<file path="src/rtl/sdp_pkg.sv">
package sdp_pkg;

  localparam int unsigned SDP_DIV_W   = 13;
  localparam int unsigned SDP_MIN_DIV = 272;

  typedef enum logic [1:0] {
    PD_RELEASE = 2'd0,
    PD_PUMP_UP = 2'd1,
    PD_PUMP_DN = 2'd2
  } pd_cmd_e;

endpackage

</file>
<file path="src/rtl/sdp_prescaler.sv">
module sdp_prescaler (
  input  logic clk,
  input  logic rst_n,
  input  logic en,
  input  logic lo_tick,
  output logic tog_q,
  output logic pre_pulse
);

  logic tog_d;

  always_comb begin
    tog_d = tog_q;
    if (!en) begin
      tog_d = 1'b0;
    end else if (lo_tick) begin
      tog_d = ~tog_q;
    end
  end

  always_ff @(posedge clk or negedge rst_n) begin
    if (!rst_n) begin
      tog_q <= 1'b0;
    end else begin
      tog_q <= tog_d;
    end
  end

  assign pre_pulse = en & lo_tick & tog_q;

  // each accepted tick flips the stage
  p_tick_flips_r2: assert property (@(posedge clk) disable iff (!rst_n)
    (en && lo_tick) |=> (tog_q != $past(tog_q)));

  // stage is held low while stopped
  p_stop_low_r6: assert property (@(posedge clk) disable iff (!rst_n)
    !en |=> !tog_q);

endmodule

</file>
<file path="src/rtl/sdp_divider.sv">
module sdp_divider #(
  parameter int unsigned DIV_W   = sdp_pkg::SDP_DIV_W,
  parameter int unsigned MIN_DIV = sdp_pkg::SDP_MIN_DIV
) (
  input  logic             clk,
  input  logic             rst_n,
  input  logic             en,
  input  logic             pre_pulse,
  input  logic [DIV_W-1:0] div_set,
  output logic             fb_pulse
);

  localparam logic [DIV_W-1:0] MIN_V = DIV_W'(MIN_DIV);

  logic [DIV_W-1:0] cnt_q, cnt_d;
  logic [DIV_W-1:0] n_q, n_d;
  logic [DIV_W-1:0] set_floor;
  logic             fb_q, fb_d;
  logic             at_tc;

  assign set_floor = (div_set < MIN_V) ? MIN_V : div_set;
  assign at_tc     = (cnt_q == (n_q - 1'b1));

  always_comb begin
    cnt_d = cnt_q;
    n_d   = n_q;
    fb_d  = 1'b0;
    if (!en) begin
      cnt_d = '0;
      n_d   = set_floor;
    end else if (pre_pulse) begin
      if (at_tc) begin
        cnt_d = '0;
        n_d   = set_floor;
        fb_d  = 1'b1;
      end else begin
        cnt_d = cnt_q + 1'b1;
      end
    end
  end

  always_ff @(posedge clk or negedge rst_n) begin
    if (!rst_n) begin
      cnt_q <= '0;
      n_q   <= MIN_V;
      fb_q  <= 1'b0;
    end else begin
      cnt_q <= cnt_d;
      n_q   <= n_d;
      fb_q  <= fb_d;
    end
  end

  assign fb_pulse = fb_q;

  // count stays inside the active period
  p_cnt_in_period_r3: assert property (@(posedge clk) disable iff (!rst_n)
    cnt_q < n_q);

  // feedback pulse lasts a single cycle
  p_pulse_single_r3: assert property (@(posedge clk) disable iff (!rst_n)
    fb_q |=> !fb_q);

  // active divisor never below the floor
  p_div_floor_r4: assert property (@(posedge clk) disable iff (!rst_n)
    n_q >= MIN_V);

  // divisor is frozen mid-period while running
  p_div_frozen_r5: assert property (@(posedge clk) disable iff (!rst_n)
    (en && !(pre_pulse && at_tc)) |=> $stable(n_q));

  // no feedback pulse follows a stopped cycle
  p_no_pulse_stopped_r6: assert property (@(posedge clk) disable iff (!rst_n)
    !en |=> !fb_q);

endmodule

</file>
<file path="src/rtl/sdp_pfd.sv">
module sdp_pfd (
  input  logic clk,
  input  logic rst_n,
  input  logic fb_pulse,
  input  logic ref_tick,
  output logic pd_level,
  output logic pd_oe
);

  import sdp_pkg::*;

  logic    up_q, up_d;
  logic    dn_q, dn_d;
  logic    up_set, dn_set;
  pd_cmd_e cmd;

  assign up_set = up_q | fb_pulse;
  assign dn_set = dn_q | ref_tick;

  always_comb begin
    up_d = up_set;
    dn_d = dn_set;
    if (up_set && dn_set) begin
      up_d = 1'b0;
      dn_d = 1'b0;
    end
  end

  always_ff @(posedge clk or negedge rst_n) begin
    if (!rst_n) begin
      up_q <= 1'b0;
      dn_q <= 1'b0;
    end else begin
      up_q <= up_d;
      dn_q <= dn_d;
    end
  end

  always_comb begin
    if (up_q)      cmd = PD_PUMP_UP;
    else if (dn_q) cmd = PD_PUMP_DN;
    else           cmd = PD_RELEASE;
  end

  assign pd_oe    = (cmd != PD_RELEASE);
  assign pd_level = (cmd == PD_PUMP_UP);

  // both flags are never pending together
  p_flags_exclusive_r9: assert property (@(posedge clk) disable iff (!rst_n)
    !(up_q && dn_q));

  // lone feedback pulse leads to a high drive
  p_lead_high_r7: assert property (@(posedge clk) disable iff (!rst_n)
    (fb_pulse && !ref_tick && !dn_q) |=> (pd_oe && pd_level));

  // lone reference pulse leads to a low drive
  p_lag_low_r8: assert property (@(posedge clk) disable iff (!rst_n)
    (ref_tick && !fb_pulse && !up_q) |=> (pd_oe && !pd_level));

  // coincident pulses with nothing pending leave the output released
  p_coincide_release_r9: assert property (@(posedge clk) disable iff (!rst_n)
    (ref_tick && fb_pulse && !up_q && !dn_q) |=> !pd_oe);

endmodule

</file>
<file path="src/rtl/swallow_div_pfd.sv">
module swallow_div_pfd #(
  parameter int unsigned DIV_W   = sdp_pkg::SDP_DIV_W,
  parameter int unsigned MIN_DIV = sdp_pkg::SDP_MIN_DIV
) (
  input  logic             clk,
  input  logic             rst_n,
  input  logic             lo_tick,
  input  logic             div_en,
  input  logic [DIV_W-1:0] div_set,
  input  logic             ref_tick,
  output logic             pre_q,
  output logic             fb_pulse,
  output logic             pd_level,
  output logic             pd_oe
);

  localparam int unsigned SYNC_N = 2;

  logic [SYNC_N-1:0] rst_sync_q;
  logic              rst_int_n;
  logic              pre_pulse;

  always_ff @(posedge clk or negedge rst_n) begin
    if (!rst_n) begin
      rst_sync_q <= '0;
    end else begin
      rst_sync_q <= {rst_sync_q[SYNC_N-2:0], 1'b1};
    end
  end

  assign rst_int_n = rst_sync_q[SYNC_N-1];

  sdp_prescaler u_pre (
    .clk       (clk),
    .rst_n     (rst_int_n),
    .en        (div_en),
    .lo_tick   (lo_tick),
    .tog_q     (pre_q),
    .pre_pulse (pre_pulse)
  );

  sdp_divider #(
    .DIV_W   (DIV_W),
    .MIN_DIV (MIN_DIV)
  ) u_div (
    .clk       (clk),
    .rst_n     (rst_int_n),
    .en        (div_en),
    .pre_pulse (pre_pulse),
    .div_set   (div_set),
    .fb_pulse  (fb_pulse)
  );

  sdp_pfd u_pfd (
    .clk      (clk),
    .rst_n    (rst_int_n),
    .fb_pulse (fb_pulse),
    .ref_tick (ref_tick),
    .pd_level (pd_level),
    .pd_oe    (pd_oe)
  );

  // outputs quiet while internal reset is held
  p_reset_quiet_r1: assert property (@(posedge clk)
    !rst_int_n |-> (!pre_q && !fb_pulse && !pd_oe));

endmodule

</file>
<file path="config.mk">
export PLATFORM = sky130hd
export DESIGN_NAME = swallow_div_pfd
export DESIGN_NICKNAME = d
export VERILOG_FILES = /design/src/rtl/sdp_pkg.sv /design/src/rtl/sdp_prescaler.sv /design/src/rtl/sdp_divider.sv /design/src/rtl/sdp_pfd.sv /design/src/rtl/swallow_div_pfd.sv
export SDC_FILE = /design/constraint.sdc
export NUM_CORES = 1
export LEC_CHECK = 0
export ABC_CLOCK_PERIOD_IN_PS = 1900
export BUFFER_PORTS_ARGS = -buffer_cell sky130_fd_sc_hd__buf_2
export CAP_MARGIN = 30
export CORE_UTILIZATION = 63
export CTS_CLUSTER_DIAMETER = 50
export DETAILED_ROUTE_END_ITERATION = 7
export PLACE_DENSITY = 0.9
export SLEW_MARGIN = 0
export SYNTH_ARGS = -nofsm -noshare
export SYNTH_HDL_FRONTEND = slang
export SYNTH_SLANG_ARGS = --single-unit
export TNS_END_PERCENT = 5
</file>
<file path="constraint.sdc">
create_clock -name clk -period 1.9 [get_ports clk]
set_input_delay 0.38 -clock clk [delete_from_list [all_inputs] [get_ports clk]]
set_output_delay 0.38 -clock clk [all_outputs]
set_load 0.01 [all_outputs]
</file>
==> results.py <==
metrics = {
    "outcome": {
        "status": "complete, but fails checks",
        "failed_checks": "negative setup slack",
    },
    "cts": {
        "clk_pin_slew_ns": 0.11,
        "clock_sinks": 32,
        "insertion_delay_ns": 0.37,
        "h-tree-depth": 2,
        "cts-buffers-inserted": 5,
        "cts_tree": "yes",
        "clock_path_buffers": 2,
        "root_buffer": "clkbuf_4",
    },
    "synthesis": {
        "synth_edf_count": 0,
        "synth_area_um2": 2030,
        "syn_avg_cell_area_um2": 9.86,
        "ys_types": 54,
        "synth-main-ff-cell": "dfrtp_1",
        "synth.area.top_cells": "dfrtp_1, xnor2_1, mux2i_1, xor2_1, nand2_1",
        "ys_seq_area_share_pct": 39.5,
        "ys.warnings.count": 0,
        "synth.largest_area_cell": "dfrtp_1",
        "syn_inst": 206,
        "ys_async_sr_fraction_pct": 100,
        "synth.ff_latch_count": 32,
        "syn-num-nets": 226,
        "yosysTopAreaCellShare_pct": 36.9,
    },
    "floorplanning": {
        "rows": 20,
        "die_x_um": 58.8,
        "core_um2": 3050,
        "num_io_pins": 22,
        "start_util_pct": 66.6,
        "die_area_um2": 3460,
        "die_y_um": 58.8,
    },
    "worst_setup_path": {
        "cp-end-kind": "register",
        "cp.arrival_ns": 3.13,
        "cp-start-kind": "register",
        "crit_path_top_delay_cell": "dfrtp_1",
        "worstPathRequired_ns": 2.19,
        "slowest_delay_ns": 0.42,
        "worstPathMaxFanout": 7,
        "crit_chain": "buf_6 -> nor3_4 -> buf_6 -> buf_4 -> o211ai_1 -> a21oi_1 -> a2111oi_2 -> and3_4 -> a21oi_4 -> buf_12 -> buf_12 -> mux2i_1",
        "critPathKind": "register to register",
    },
    "global_route": {
        "gr-total-overflow": 0,
        "grt_pass1_wl_um": 11100,
        "antenna_found_initial": 0,
        "track_usage_pct": 46.1,
        "grt_max_degree": 31,
        "grt_pass1_vias": 2134,
    },
    "flow_run": {
        "cap_violations": 0,
    },
    "placement": {
        "port_buffers": 21,
        "hpwl_um": 4380,
        "gp_congestion": 0.952,
    },
    "timing": {
        "whs_ns": 0.250,
        "fin_setup_tns_ns": -22.68,
        "min_period_over_period_pct": 150,
        "max_freq_ghz": 0.351,
        "rsz0062_at_grt": "yes",
        "finalHoldViolCount": 0,
        "slew_violations": 0,
        "setup_ws_ns": -0.946,
        "tightest_slew_ns": 0.601,
        "setup-violations-final": 27,
        "fin_crit_ns": 2.85,
        "fin_skew_ns": 0.0144,
        "slew-limit-headroom_pct": 59.5,
    },
    "power": {
        "ir_worst_vdd_v": 0.000648,
        "leakagePower_nw": 1.36,
        "powerDensity_nw_per_um2": 633,
    },
    "route": {
        "vias": 2380,
        "drt_first_pass_iters": 7,
        "route.detailed.drc": 0,
        "drtIter0Drc": 397,
        "ant_nets": 0,
        "via_per_inst": 7.23,
        "postRouteWirelength_um": 8920,
        "wl_per_cell_um": 27.1,
    },
    "cells_and_area": {
        "final_common_cell": "buf_4",
        "seqCellArea_um2": 803,
        "multi_input_comb_area_um2": 1230,
        "final_core_util_pct": 92.0,
        "area_growth_syn_to_layout_pct": 38.3,
        "mostFrequentLayoutCells": "buf_4, dfrtp_1, buf_2",
        "drive_gt1_share_pct": 43.2,
        "diodes": 0,
        "fill_cells": 98,
        "nets": 304,
    },
    "min_path": {
        "min_path_type": "input port to register",
    },
}
-- per-layer routing --
layer / up-vias / global-route usage (%) / wire length, um
met5: - / 0 / 0
li1: 891 / - / -
met3: 114 / 9.23 / 1410
met4: 0 / 32.7 / 839
met1: 1069 / 55.0 / 2950
met2: 306 / 74.5 / 3720
-- worst max-delay path: cells and delay by family (launching register included) --
| kind | cells | cell delay [ns] |
|---|---|---|
| muxes | 1 | 0.21 |
| and+or+nand+nor | 2 | 0.59 |
| DFF | 1 | 0.42 |
| buffers and inverters | 5 | 0.71 |
| AOI/OAI and AO/OA | 4 | 0.80 |
-- synth_stat cells, drive strengths merged, types with 6 or more instances --
library cell	n
nand2	20
mux2i	8
xnor2	11
a21oi	6
nor2	8
xor2	9
inv	12
nand3	9
and2	12
and3	6
dfrtp	30
-- final cells by class --
cell class,instances,area share [%]
Multi-Input combinational cell,155,43.8
Sequential cell,32,28.6
Timing Repair Buffer,78,21.6
Clock buffer,8,2.45
Tap cell,44,1.96
Inverter,12,1.60
-- stage by stage --
step / total power [W] / setup slack, ns / instance area [um^2] / std cells
2_1_floorplan: 0.000981 / -0.461 / 2050 / 206
4_1_cts: 0.00164 / -0.606 / 2660 / 323
5_1_grt: 0.00180 / -0.968 / 2810 / 329
3_3_place_gp: 0.00114 / -0.533 / 2530 / 310
3_5_place_dp: 0.00117 / -0.598 / 2530 / 310
6_report: 0.00178 / -0.946 / 2810 / 329
-- state kept, by name, indices dropped and copies added (netlist names) --
name            flops
u_div.cnt_q        13
u_div.n_q          13
rst_sync_q          2
u_div.fb_pulse      1
u_pfd.dn_q          1
u_pfd.up_q          1
u_pre.tog_q         1
-- worst paths after layout --
check / startpoint / end / slack (ns) / cells after the start
min in group asynchronous: rst_sync_q[1]$_DFF_PN0_ / u_div.n_q[2]$_DFFE_PN0P_ / 0.31 / 1
setup reg to reg: u_div.n_q[1]$_DFFE_PN0P_ / u_div.n_q[1]$_DFFE_PN0P_ / -0.95 / 12
max in group asynchronous: rst_sync_q[1]$_DFF_PN0_ / u_div.n_q[4]$_DFFE_PN1P_ / 1.27 / 1
hold reg to reg: rst_sync_q[1]$_DFF_PN0_ / u_div.n_q[2]$_DFFE_PN0P_ / 0.31 / 1
hold / removal: ref_tick / u_pfd.up_q$_DFF_PN0_ / 0.25 / 3
setup / recovery: u_div.n_q[1]$_DFFE_PN0P_ / u_div.n_q[1]$_DFFE_PN0P_ / -0.95 / 12
-- cells by family (layout without fill, tap and decap cells) --
group	count (synthesis)	in the layout	synth area share (%)
adders and majority gates	2	2	1.23
xor gates and xnor gates	21	21	9.73
muxes	13	13	7.27
buffers and inverters	19	98	4.93
other	1	1	0.185
and+or+nand+nor	87	87	25.5
DFF	32	32	39.5
AOI/OAI and AO/OA	31	31	11.6
-- power by group --
group | total, W | switching, W | internal [W]
clock | 0.000477 | 0.000260 | 0.000217
sequential | 0.000770 | 0.0000500 | 0.000720
combinational | 0.000531 | 0.000278 | 0.000253
total | 0.00178 | 0.000588 | 0.00119
-- timing repair --
item                                    CTS  global route
buffers inserted                          4             5
pin swaps                                 9             8
gates cloned                              0             1
endpoints found under the hold margin     2             0
hold buffers                              1             0
endpoints found under the setup margin   27            27
resized for setup                         8            21
Power figures use the tool's default switching activity.
